File: src/rtl/wg_pkg.sv
package wg_pkg;

  localparam int NUM_CMP   = 3;
  localparam int NUM_LINES = 2;
  localparam int LIMIT_IDX = 2;

  typedef enum logic [1:0] {
    ACT_NONE = 2'b00,
    ACT_SET  = 2'b01,
    ACT_CLR  = 2'b10,
    ACT_TGL  = 2'b11
  } act_e;

  typedef enum logic [1:0] {
    WM_UP      = 2'b00,
    WM_UP_LIM  = 2'b01,
    WM_UPDN    = 2'b10,
    WM_UPDN_LIM = 2'b11
  } wmode_e;

  typedef enum logic [1:0] {
    EDG_NONE = 2'b00,
    EDG_RISE = 2'b01,
    EDG_FALL = 2'b10,
    EDG_BOTH = 2'b11
  } edge_e;

  function automatic logic act_apply(input logic cur, input act_e a);
    case (a)
      ACT_SET: act_apply = 1'b1;
      ACT_CLR: act_apply = 1'b0;
      ACT_TGL: act_apply = ~cur;
      default: act_apply = cur;
    endcase
  endfunction

endpackage

File: src/rtl/wg_cmp_regs.sv
module wg_cmp_regs #(
  parameter int WIDTH = 16,
  parameter int NCMP  = 3
) (
  input  logic                       clk,
  input  logic                       rst,
  input  logic                       wr_en,
  input  logic [1:0]                 wr_sel,
  input  logic [WIDTH-1:0]           wr_data,
  output logic [NCMP-1:0][WIDTH-1:0] cmp_q
);

  for (genvar g = 0; g < NCMP; g++) begin : g_reg
    logic [WIDTH-1:0] val_q;
    always_ff @(posedge clk) begin
      if (rst)                                 val_q <= '0;
      else if (wr_en && wr_sel == 2'(g))       val_q <= wr_data;
    end
    assign cmp_q[g] = val_q;
  end

  // the unused select value leaves every compare value alone
  p_sel_unused_r12: assert property (@(posedge clk) disable iff (rst)
    (wr_en && wr_sel == 2'b11) |=> $stable(cmp_q));

  // a write to slot 0 is visible on the following cycle
  p_write_slot0_r12: assert property (@(posedge clk) disable iff (rst)
    (wr_en && wr_sel == 2'b00) |=> (cmp_q[0] == $past(wr_data)));

endmodule

File: src/rtl/wg_counter.sv
module wg_counter
  import wg_pkg::*;
#(
  parameter int WIDTH = 16
) (
  input  logic             clk,
  input  logic             rst,
  input  logic             tick,
  input  logic             restart,
  input  logic [1:0]       mode,
  input  logic [WIDTH-1:0] limit,
  output logic [WIDTH-1:0] cnt_q,
  output logic             ovf_evt
);

  localparam logic [WIDTH-1:0] MAXV = '1;

  logic             down_q;
  logic [WIDTH-1:0] cnt_d;
  logic             down_d;
  logic [WIDTH-1:0] top_v;
  logic             at_top;
  wmode_e           wm;

  assign wm     = wmode_e'(mode);
  assign top_v  = mode[0] ? limit : MAXV;
  assign at_top = (cnt_q == top_v);

  always_comb begin
    cnt_d  = cnt_q;
    down_d = down_q;
    if (restart) begin
      cnt_d  = '0;
      down_d = 1'b0;
    end else if (tick) begin
      case (wm)
        WM_UP: begin
          cnt_d  = cnt_q + 1'b1;
          down_d = 1'b0;
        end
        WM_UP_LIM: begin
          cnt_d  = at_top ? '0 : cnt_q + 1'b1;
          down_d = 1'b0;
        end
        default: begin
          if (!down_q) begin
            if (at_top) begin
              if (cnt_q != '0) begin
                cnt_d  = cnt_q - 1'b1;
                down_d = 1'b1;
              end
            end else begin
              cnt_d = cnt_q + 1'b1;
            end
          end else begin
            if (cnt_q == '0) begin
              cnt_d  = cnt_q + 1'b1;
              down_d = 1'b0;
            end else begin
              cnt_d = cnt_q - 1'b1;
            end
          end
        end
      endcase
    end
  end

  always_ff @(posedge clk) begin
    if (rst) begin
      cnt_q  <= '0;
      down_q <= 1'b0;
    end else begin
      cnt_q  <= cnt_d;
      down_q <= down_d;
    end
  end

  assign ovf_evt = tick && !restart && (cnt_q == MAXV);

  // any restart leaves the counter at zero heading up
  p_restart_zero_r9: assert property (@(posedge clk) disable iff (rst)
    restart |=> (cnt_q == '0 && !down_q));

  // without a tick or restart the count does not move
  p_idle_hold_r2: assert property (@(posedge clk) disable iff (rst)
    (!tick && !restart) |=> $stable(cnt_q));

  // reversal at all-ones in plain up/down mode
  p_turn_max_r4: assert property (@(posedge clk) disable iff (rst)
    (tick && !restart && mode == 2'b10 && !down_q && cnt_q == MAXV)
      |=> (down_q && cnt_q == MAXV - 1'b1));

  // the single-direction modes never leave the direction flag set
  p_dir_clear_r5: assert property (@(posedge clk) disable iff (rst)
    (tick && !mode[1]) |=> !down_q);

endmodule

File: src/rtl/wg_evt_detect.sv
module wg_evt_detect
  import wg_pkg::*;
#(
  parameter int NXC = 3
) (
  input  logic           clk,
  input  logic           rst,
  input  logic           pin_b,
  input  logic [NXC-1:0] xc,
  input  logic [1:0]     src,
  input  logic [1:0]     edge_sel,
  output logic           hit
);

  logic  sel_v;
  logic  prev_q;
  logic  rise;
  logic  fall;
  edge_e es;

  always_comb begin
    case (src)
      2'b00:   sel_v = pin_b;
      2'b01:   sel_v = xc[0];
      2'b10:   sel_v = xc[1];
      default: sel_v = xc[NXC-1];
    endcase
  end

  always_ff @(posedge clk) begin
    if (rst) prev_q <= 1'b0;
    else     prev_q <= sel_v;
  end

  assign es   = edge_e'(edge_sel);
  assign rise = sel_v && !prev_q;
  assign fall = !sel_v && prev_q;

  always_comb begin
    case (es)
      EDG_RISE: hit = rise;
      EDG_FALL: hit = fall;
      EDG_BOTH: hit = rise || fall;
      default:  hit = 1'b0;
    endcase
  end

  // a held-steady source never reports an edge
  p_steady_quiet_r10: assert property (@(posedge clk) disable iff (rst)
    ($stable(src) && $stable(sel_v) && $stable(prev_q)
      && (sel_v == prev_q)) |-> !hit);

endmodule

File: src/rtl/wg_line.sv
module wg_line
  import wg_pkg::*;
(
  input  logic       clk,
  input  logic       rst,
  input  logic       drive_en,
  input  logic       trig_hit,
  input  logic       ev_hit,
  input  logic       lim_hit,
  input  logic       own_hit,
  input  logic [7:0] act,
  output logic       line_q
);

  act_e chosen;

  always_comb begin
    if (trig_hit)      chosen = act_e'(act[7:6]);
    else if (ev_hit)   chosen = act_e'(act[5:4]);
    else if (lim_hit)  chosen = act_e'(act[3:2]);
    else if (own_hit)  chosen = act_e'(act[1:0]);
    else               chosen = ACT_NONE;
  end

  always_ff @(posedge clk) begin
    if (rst)           line_q <= 1'b0;
    else if (drive_en) line_q <= act_apply(line_q, chosen);
  end

  // an undriven line keeps its value
  p_undriven_hold_r11: assert property (@(posedge clk) disable iff (rst)
    !drive_en |=> $stable(line_q));

  // a trigger set request wins whatever else arrives
  p_trig_set_wins_r8: assert property (@(posedge clk) disable iff (rst)
    (drive_en && trig_hit && act[7:6] == 2'b01) |=> line_q);

  // no event means no change
  p_quiet_hold_r7: assert property (@(posedge clk) disable iff (rst)
    (!trig_hit && !ev_hit && !lim_hit && !own_hit) |=> $stable(line_q));

endmodule

File: src/rtl/wave_timer_ch.sv
module wave_timer_ch
  import wg_pkg::*;
#(
  parameter int WIDTH = 16,
  parameter int NXC   = 3
) (
  input  logic             clk,
  input  logic             rst,
  input  logic             cnt_tick,
  input  logic             sw_trig,
  input  logic             sync_trig,
  input  logic [NXC-1:0]   xc_in,
  input  logic             tiob_in,
  input  logic [1:0]       wave_mode,
  input  logic [1:0]       evt_src,
  input  logic [1:0]       evt_edge,
  input  logic             evt_restart,
  input  logic [7:0]       act_a,
  input  logic [7:0]       act_b,
  input  logic             wr_en,
  input  logic [1:0]       wr_sel,
  input  logic [WIDTH-1:0] wr_data,
  output logic             tioa,
  output logic             tiob,
  output logic             tiob_oe,
  output logic [WIDTH-1:0] count,
  output logic [WIDTH-1:0] ra_q,
  output logic [WIDTH-1:0] rb_q,
  output logic [WIDTH-1:0] rc_q,
  output logic             ovf_flag,
  output logic             cpa_flag,
  output logic             cpb_flag,
  output logic             cpc_flag
);

  logic [NUM_CMP-1:0][WIDTH-1:0] cmp_v;
  logic [NUM_CMP-1:0]            cmp_hit;
  logic [NUM_LINES-1:0]          line_v;
  logic [NUM_LINES-1:0]          line_drive;
  logic [NUM_LINES-1:0][7:0]     line_act;
  logic                          trig_any;
  logic                          ev_hit;
  logic                          restart;
  logic                          ovf_evt;
  logic                          b_is_output;

  wg_cmp_regs #(.WIDTH(WIDTH), .NCMP(NUM_CMP)) u_regs (
    .clk(clk), .rst(rst), .wr_en(wr_en), .wr_sel(wr_sel),
    .wr_data(wr_data), .cmp_q(cmp_v)
  );

  wg_evt_detect #(.NXC(NXC)) u_evt (
    .clk(clk), .rst(rst), .pin_b(tiob_in), .xc(xc_in),
    .src(evt_src), .edge_sel(evt_edge), .hit(ev_hit)
  );

  assign trig_any    = sw_trig || sync_trig;
  assign restart     = trig_any || (ev_hit && evt_restart);
  assign b_is_output = (evt_src != 2'b00);

  wg_counter #(.WIDTH(WIDTH)) u_cnt (
    .clk(clk), .rst(rst), .tick(cnt_tick), .restart(restart),
    .mode(wave_mode), .limit(cmp_v[LIMIT_IDX]),
    .cnt_q(count), .ovf_evt(ovf_evt)
  );

  for (genvar c = 0; c < NUM_CMP; c++) begin : g_cmp
    assign cmp_hit[c] = cnt_tick && !restart && (count == cmp_v[c]);
  end

  assign line_act[0]   = act_a;
  assign line_act[1]   = act_b;
  assign line_drive[0] = 1'b1;
  assign line_drive[1] = b_is_output;

  for (genvar l = 0; l < NUM_LINES; l++) begin : g_line
    wg_line u_line (
      .clk(clk), .rst(rst), .drive_en(line_drive[l]),
      .trig_hit(trig_any), .ev_hit(ev_hit),
      .lim_hit(cmp_hit[LIMIT_IDX]), .own_hit(cmp_hit[l]),
      .act(line_act[l]), .line_q(line_v[l])
    );
  end

  assign tioa = line_v[0];
  assign tiob = line_v[1];
  assign ra_q = cmp_v[0];
  assign rb_q = cmp_v[1];
  assign rc_q = cmp_v[LIMIT_IDX];

  always_ff @(posedge clk) begin
    if (rst) begin
      tiob_oe  <= 1'b0;
      ovf_flag <= 1'b0;
      cpa_flag <= 1'b0;
      cpb_flag <= 1'b0;
      cpc_flag <= 1'b0;
    end else begin
      tiob_oe  <= b_is_output;
      ovf_flag <= ovf_evt;
      cpa_flag <= cmp_hit[0];
      cpb_flag <= cmp_hit[1];
      cpc_flag <= cmp_hit[LIMIT_IDX];
    end
  end

  // a compare pulse always traces back to a tick
  p_cmp_needs_tick_r6: assert property (@(posedge clk) disable iff (rst)
    (cpa_flag || cpb_flag || cpc_flag) |-> $past(cnt_tick));

  // a compare A match does not steer the counter in plain up mode
  p_cmp_a_no_reset_r6: assert property (@(posedge clk) disable iff (rst)
    (cmp_hit[0] && wave_mode == 2'b00) |=> (count == $past(count) + 1'b1));

  // a trigger blocks compare and overflow pulses in its cycle
  p_trig_quiet_r9: assert property (@(posedge clk) disable iff (rst)
    trig_any |=> !(cpa_flag || cpb_flag || cpc_flag || ovf_flag));

  // limit restart mode returns to zero after a limit match
  p_lim_restart_r3: assert property (@(posedge clk) disable iff (rst)
    (cmp_hit[LIMIT_IDX] && wave_mode == 2'b01) |=> (count == '0));

endmodule

File: config.mk
export PLATFORM = sky130hd
export DESIGN_NAME = wave_timer_ch
export DESIGN_NICKNAME = d
export VERILOG_FILES = /design/src/rtl/wg_pkg.sv /design/src/rtl/wg_cmp_regs.sv /design/src/rtl/wg_counter.sv /design/src/rtl/wg_evt_detect.sv /design/src/rtl/wg_line.sv /design/src/rtl/wave_timer_ch.sv
export SDC_FILE = /design/constraint.sdc
export NUM_CORES = 1
export LEC_CHECK = 0
export ABC_AREA = 1
export BUFFER_PORTS_ARGS = -buffer_cell sky130_fd_sc_hd__buf_2
export CAP_MARGIN = 20
export CORE_MARGIN = 5
export CORE_UTILIZATION = 54
export CTS_CLUSTER_SIZE = 14
export DETAILED_ROUTE_END_ITERATION = 10
export PLACE_DENSITY = 0.81
export RECOVER_POWER = 100
export SYNTH_ARGS = -nofsm -noshare
export SYNTH_HDL_FRONTEND = slang
export SYNTH_SLANG_ARGS = --single-unit
File: constraint.sdc
create_clock -name clk -period 2.4 [get_ports clk]
set_clock_uncertainty 0.2 [all_clocks]
set_input_delay 0.24 -clock clk [delete_from_list [all_inputs] [get_ports clk]]
set_output_delay 0.24 -clock clk [all_outputs]
set_load 0.01 [all_outputs]
# [Yosys cells after proc, flatten, opt, wreduce, memory -nomap -nowiden]
# Cells that the tools add are included.
[word_totals] regBits=73 latch_bits=0 mem_bits_rw=0 mem_bits_ro=0 out_inout_bits=71 wordCells=90 n_memories=0
[classes] n_addsub=2 multipliers=0 div_mod_pow=0 n_lt_le_gt_ge=0 n_eq_ne=20 shifts=0 muxes=24 bitwise_logic=2 reduce_logical=29
[op_table] cell="16-bit two-way mux" count=6
[op_table] cell="16-bit == test" count=4
[op_table] cell="16-bit case mux with 2 select lines" count=1
[op_table] cell="16-bit by 1-bit adder with 16-bit output, second input constant" count=1
[op_table] cell="16-bit == test, second input constant" count=1
[op_table] cell="2-bit == test, second input constant" count=8
[op_table] cell="16-bit logical NOT" count=1
[op_table] cell="2-bit two-way mux" count=8
[op_table] cell="16-bit nonzero test" count=1
[op_table] cell="16-bit by 1-bit subtractor with 16-bit output, second input constant" count=1
[op_table] cell="2-bit by 1-bit == test with 1-bit output, second input constant" count=6
[op_table] cell="1-bit case mux with 3 select lines" count=4
[op_table] cell="1-bit logical AND" count=11
[op_table] cell="2-bit logical NOT" count=3
[op_table] cell="3-bit nonzero test" count=2
[op_table] cell="1-bit two-way mux" count=5
[op_table] cell="5-bit by 4-bit != test with 1-bit output, second input constant" count=1
[op_table] cell="2-bit AND reduction" count=2
[op_table] cell="2-bit OR reduction" count=2
[op_table] cell="1-bit logical NOT" count=3
[op_table] cell="1-bit logical OR" count=3
[op_table] cell="1-bit inverter" count=2
[op_table] cell="2-bit nonzero test" count=1

# [Logic depth before layout (Yosys ltp)]
[depth] ltp_word=18 depth_mapped=18 ltp_nobuf=18

# [Modules after synthesis]
# Synthesis repeated with hierarchy kept, for this count alone.
[unflattened] cells_unflattened=972 hier_area_um2=5512.8
[by_module_without_submodules] module="wg_cmp_regs" instances=1 cells_each=312 area_each_um2=2074.5 seq_area_each_um2=960.9
[by_module_without_submodules] module="wg_counter" instances=1 cells_each=354 area_each_um2=1989.4 seq_area_each_um2=340.3
[by_module_without_submodules] module="wave_timer_ch" instances=1 cells_each=237 area_each_um2=1049.8 seq_area_each_um2=100.1
[by_module_without_submodules] module="wg_line" instances=2 cells_each=25 area_each_um2=135.1 seq_area_each_um2=20.0
[by_module_without_submodules] module="wg_evt_detect" instances=1 cells_each=19 area_each_um2=128.9 seq_area_each_um2=20.0

# [Worst setup path after synthesis]
# OpenSTA, ideal clock, no wires.
[synth_path] path_kind="input port to flip-flop" from="input evt_src[1]" to="register u_cnt.cnt_q[10]" t_arrival_ps=1847 required_ps=2057 slack_ps=209 path_stages=13 path_buffers=1 cell_sequence="nor2_1 nand2_1 a32oi_1 ha_1 inv_1 nand2_1 nand3_1 nand3_1 nand2_1 nor2_1 inv_1 clkbuf_1 a21oi_2"
[synth_via] elab_chain_cells=9 word_cells_on_any_way=12 classes_between="eq/ne (2); mux (2); reduce/logical (8)"
[synth_lines] element="from (decl)" line="wave_timer_ch.sv:15" text="input logic [1:0] evt_src,"
[synth_lines] element="2-bit == test, or another cell as far along" line="wg_evt_detect.sv:22" text="case (src)"
[synth_lines] element="1-bit case mux with 3 select lines *" line="wg_evt_detect.sv:22"
[synth_lines] element="via u_evt.sel_v" line="wg_evt_detect.sv:15" text="logic sel_v;"
[synth_lines] element="1-bit logical NOT" line="wg_evt_detect.sv:37" text="assign fall = !sel_v && prev_q;"
[synth_lines] element="1-bit logical AND" line="wg_evt_detect.sv:37"
[synth_lines] element="1-bit logical OR" line="wg_evt_detect.sv:43" text="EDG_BOTH: hit = rise || fall;"
[synth_lines] element="1-bit case mux with 3 select lines *" line="wg_evt_detect.sv:40" text="case (es)"
[synth_lines] element="1-bit logical AND *" line="wave_timer_ch.sv:58" text="assign restart = trig_any || (ev_hit && evt_restart);"
[synth_lines] element="1-bit logical OR *" line="wave_timer_ch.sv:58"
[synth_lines] element="2-bit OR reduction (no source line) *"
[synth_lines] element="to (signal assigned)" line="wg_counter.sv:73" text="cnt_q <= cnt_d;"
[synth_lines] element="to (decl)" line="wg_counter.sv:12" text="output logic [WIDTH-1:0] cnt_q,"
# The timed path passes the listed nets; every way through them passes the cells marked *.
# A chain may end at the register's enable or synchronous reset.

# [Worst setup path after layout]
[layout_path] from="register u_cnt.cnt_q[4]" to="register u_cnt.cnt_q[5]"
[layout_via] elab_chain_cells=5 word_cells_on_any_way=13 classes_between="add/sub (2); eq/ne (2); mux (6); reduce/logical (3)"
[layout_lines] element="16-bit by 1-bit subtractor with 16-bit output" line="wg_counter.sv:49, wg_counter.sv:60"
[layout_lines] element="16-bit two-way mux" line="wg_counter.sv:48" text="if (cnt_q != '0) begin"
[layout_lines] element="16-bit two-way mux" line="wg_counter.sv:47" text="if (at_top) begin"
[layout_lines] element="16-bit two-way mux" line="wg_counter.sv:46" text="if (!down_q) begin"
[layout_lines] element="16-bit case mux with 2 select lines" line="wg_counter.sv:36" text="case (wm)"
# Several ways; a longest one is shown, not always the timed one. The select of a mux whose other input is x is not followed.

==> impl_metrics.env <==
export IMPL_ys_flop_type="dfxtp_1"
export IMPL_worstSkewPairLatency_ps=360
export IMPL_grt_use_total_pct=28.9
export IMPL_cts_tree="yes"
export IMPL_synth_nets=797
export IMPL_final_cell_mix="nand2_1 (171), nor2_1 (114), dfxtp_1 (68), buf_2 (64), o21ai_0 (63)"
export IMPL_wl_mm=16.3
export IMPL_critical_path_class="reg -> reg"
export IMPL_antenna_found_initial=0
export IMPL_arrival_ps=2340
export IMPL_setup_violations=0
export IMPL_muxShareOfSynthArea_pct=0
export IMPL_finalWorstSetupSlack_ps=101
export IMPL_post_route_period_util_pct=95.8
export IMPL_worstMarginPinSlew_ps=772
export IMPL_max_freq_mhz=435
export IMPL_multi_input_comb_area_um2=2880
export IMPL_wl_per_cell_um=15.9
export IMPL_nNetsFinal=973
export IMPL_diodes=0
export IMPL_ys_ff_latch=73
export IMPL_yosysUniqueCellTypes=38
export IMPL_final_common_cell="nand2_1"
export IMPL_syn_cell_area_um2=4820
export IMPL_grt_overflow_total=0
export IMPL_hold_class="in -> reg"
export IMPL_clk_pin_slew_ps=90
export IMPL_pre_cts_slack_ps=-38.1
export IMPL_grt_pass1_vias=5309
export IMPL_antenna_left=0
export IMPL_p_per_area_nw_per_um2=480
export IMPL_start_kind="flop"
export IMPL_synth_cells=741
export IMPL_finalPower_uw=2980
export IMPL_ir_worst_vdd_v=0.000432
export IMPL_crit_slowest_cell="dfxtp_1"
export IMPL_dpl_cell_area_um2=5810
export IMPL_syn_to_final_growth_pct=28.7
export IMPL_slew_viol_final=0
export IMPL_hold_violations=0
export IMPL_leakage_uw=0.00290
export IMPL_fin_crit_ps=2300
export IMPL_cts_buffer_depth=2
export IMPL_timing_rr_start="u_cnt.cnt_q[4]"
export IMPL_ys_async_sr_fraction_pct=0
export IMPL_core_area_um2=8720
export IMPL_reg2reg_to="u_cnt.cnt_q[5]"
export IMPL_synth_simple_area_share_pct=36.5
export IMPL_initial_core_util_pct=55.3
export IMPL_synth_top_family_by_area="simple AND/OR/NAND/NOR gates"
export IMPL_path_cells="inv_4, nand2_1, nand4_1, nor2_1, nand3_2, buf_4, o21ai_4, buf_4, nand4_1, nand3_1, a21oi_1"
export IMPL_crit_path_end_kind="flop"
export IMPL_hpwlAfterDp_mm=12.4
export IMPL_drcViolationCount=0
export IMPL_reg2reg_depth=11
export IMPL_viasPerCell=5.46
export IMPL_yosysWarnings=0
export IMPL_seq_area_um2=1470
export IMPL_max_stage_delay_ps=510
export IMPL_vias=5624
export IMPL_grt_max_degree=50
export IMPL_first_pass_iters=5
export IMPL_htree_num_levels=3
export IMPL_slew_headroom_pct=48.5
export IMPL_fin_area_um2=6210
export IMPL_drt_iter0_drc=428
export IMPL_cp_max_fo=13
export IMPL_worst_hold_startpoint="act_b[6]"
export IMPL_fillCellCount=763
export IMPL_die_y_um=105
export IMPL_avgSynthCellArea_um2=6.51
export IMPL_yosysSeqAreaShare_pct=30.3
export IMPL_status="complete, no violations"
export IMPL_synthAdderAreaFrac_pct=1.30
export IMPL_hold_slack_ps=45.8
export IMPL_globalplace_congestion=1.02
export IMPL_clock_sinks=73
export IMPL_max_cap_violations=0
export IMPL_rows=34
export IMPL_port_buffers=121
export IMPL_cts_buffers=9
export IMPL_grt_pass1_wl_mm=26.1
export IMPL_clock_root_buffer="clkbuf_8"
export IMPL_dieArea_um2=10900
export IMPL_cp_endpoint="u_cnt.cnt_q[5]"
export IMPL_r2r_slack_ps=100
export IMPL_synth_xor_area_share_pct=7.99
export IMPL_synth_edf_count=0
export IMPL_drive_above_1_share_pct=22.6
export IMPL_die_x_um=105
export IMPL_required_ps=2440
export IMPL_synth_compound_area_share_pct=13.3
export IMPL_crit_start="u_cnt.cnt_q[4]"
export IMPL_io_pin_count=122
[registers in the layout (all words and copies together) (netlist names)]
| signal | cells |
|---|---|
| tiob_oe | 1 |
| u_evt.prev_q | 1 |
| cpc_flag | 1 |
| u_cnt.down_q | 1 |
| u_regs.g.val_q | 48 |
| cpa_flag | 1 |
| ovf_flag | 1 |
| cpb_flag | 1 |
| u_cnt.cnt_q | 16 |
| g_line.u_line.line_q | 2 |
[critical path: cells and delay by family, from the launching register on]
| family | cells | cell delay [ps] |
|---|---|---|
| buffers and inverters | 3 | 510 |
| AO/OA/AOI/OAI | 2 | 220 |
| flip-flops | 1 | 510 |
| AND/OR/NAND/NOR | 6 | 730 |
[through the flow]
stage | cells | util [%] | setup TNS [ps]
CTS | 1027 | 71.3 | 0
finish | 1030 | 71.2 | 0
global route | 1030 | 71.2 | -78.9
global placement | 993 | 66.6 | 0
floorplan | 741 | - | 0
detailed placement | 993 | 66.6 | -177
[power by group]
group	switching (µW)	internal (µW)	total [µW]
Sequential	46.0	1260	1310
Combinational	329	219	549
Clock	531	592	1120
[synth_stat cells (5+ instances only)]
master,instances,area (µm²)
nor2_1,118,443
a21oi_2,10,87.6
nor2_2,6,37.5
o21ai_0,63,315
nor3_1,16,80.1
buf_4,15,113
nand2_1,171,642
ha_1,5,62.6
nand3_2,11,110
xor2_1,22,193
nand2_2,12,75.1
clkbuf_1,15,56.3
dfxtp_1,73,1460
a21oi_1,38,190
nand3_1,28,140
nand4_1,24,150
inv_2,9,33.8
inv_1,55,206
xnor2_1,22,193
buf_6,5,56.3
[worst min path at each step]
stage                               to  cells past startpoint  slack [ps]
2_1_floorplan  g_line[1].u_line.line_q                      1         110
3_3_place_gp   g_line[1].u_line.line_q                      2         260
3_5_place_dp   g_line[1].u_line.line_q                      2         270
4_1_cts        g_line[1].u_line.line_q                      5          30
5_1_grt        g_line[1].u_line.line_q                      5          60
6_report       g_line[1].u_line.line_q                      5          50
[layer usage]
layer	vias up	wire length, µm	share of wire [%]	GRT usage [%]
met5	-	0	0	0
met4	0	321	2.0	8.88
met3	36	1350	8.3	5.03
met2	279	7870	48	48.5
met1	2584	6790	42	37.8
li1	2725	-	-	-
[final cells by class]
class,count,share of cell area [%]
clock buffer,10,2.06
clock inverter,6,1.45
inverter,69,4.33
multi-input combinational,561,46.4
sequential,73,23.6
tap,108,2.18
timing repair buffer,203,20.0
[cell families (layout without fill, tap and decap cells)]
group / after synthesis / after routing
and+or+nand+nor: 395 / 395
AOI/OAI and AO/OA: 117 / 117
buffers and inverters: 107 / 288
DFF: 73 / 73
xor gates and xnor gates: 44 / 44
adders and majority gates: 5 / 5
[repair_timing]
item / in CTS / in global routing
endpoints found under the setup margin: 12 / 17
pin swaps: 0 / 2
resized for setup: 2 / 13
hold endpoints to repair: 35 / 0
hold buffers: 18 / 0
buffers inserted: 0 / 3
No activity file was read; power rests on OpenSTA's default activity.
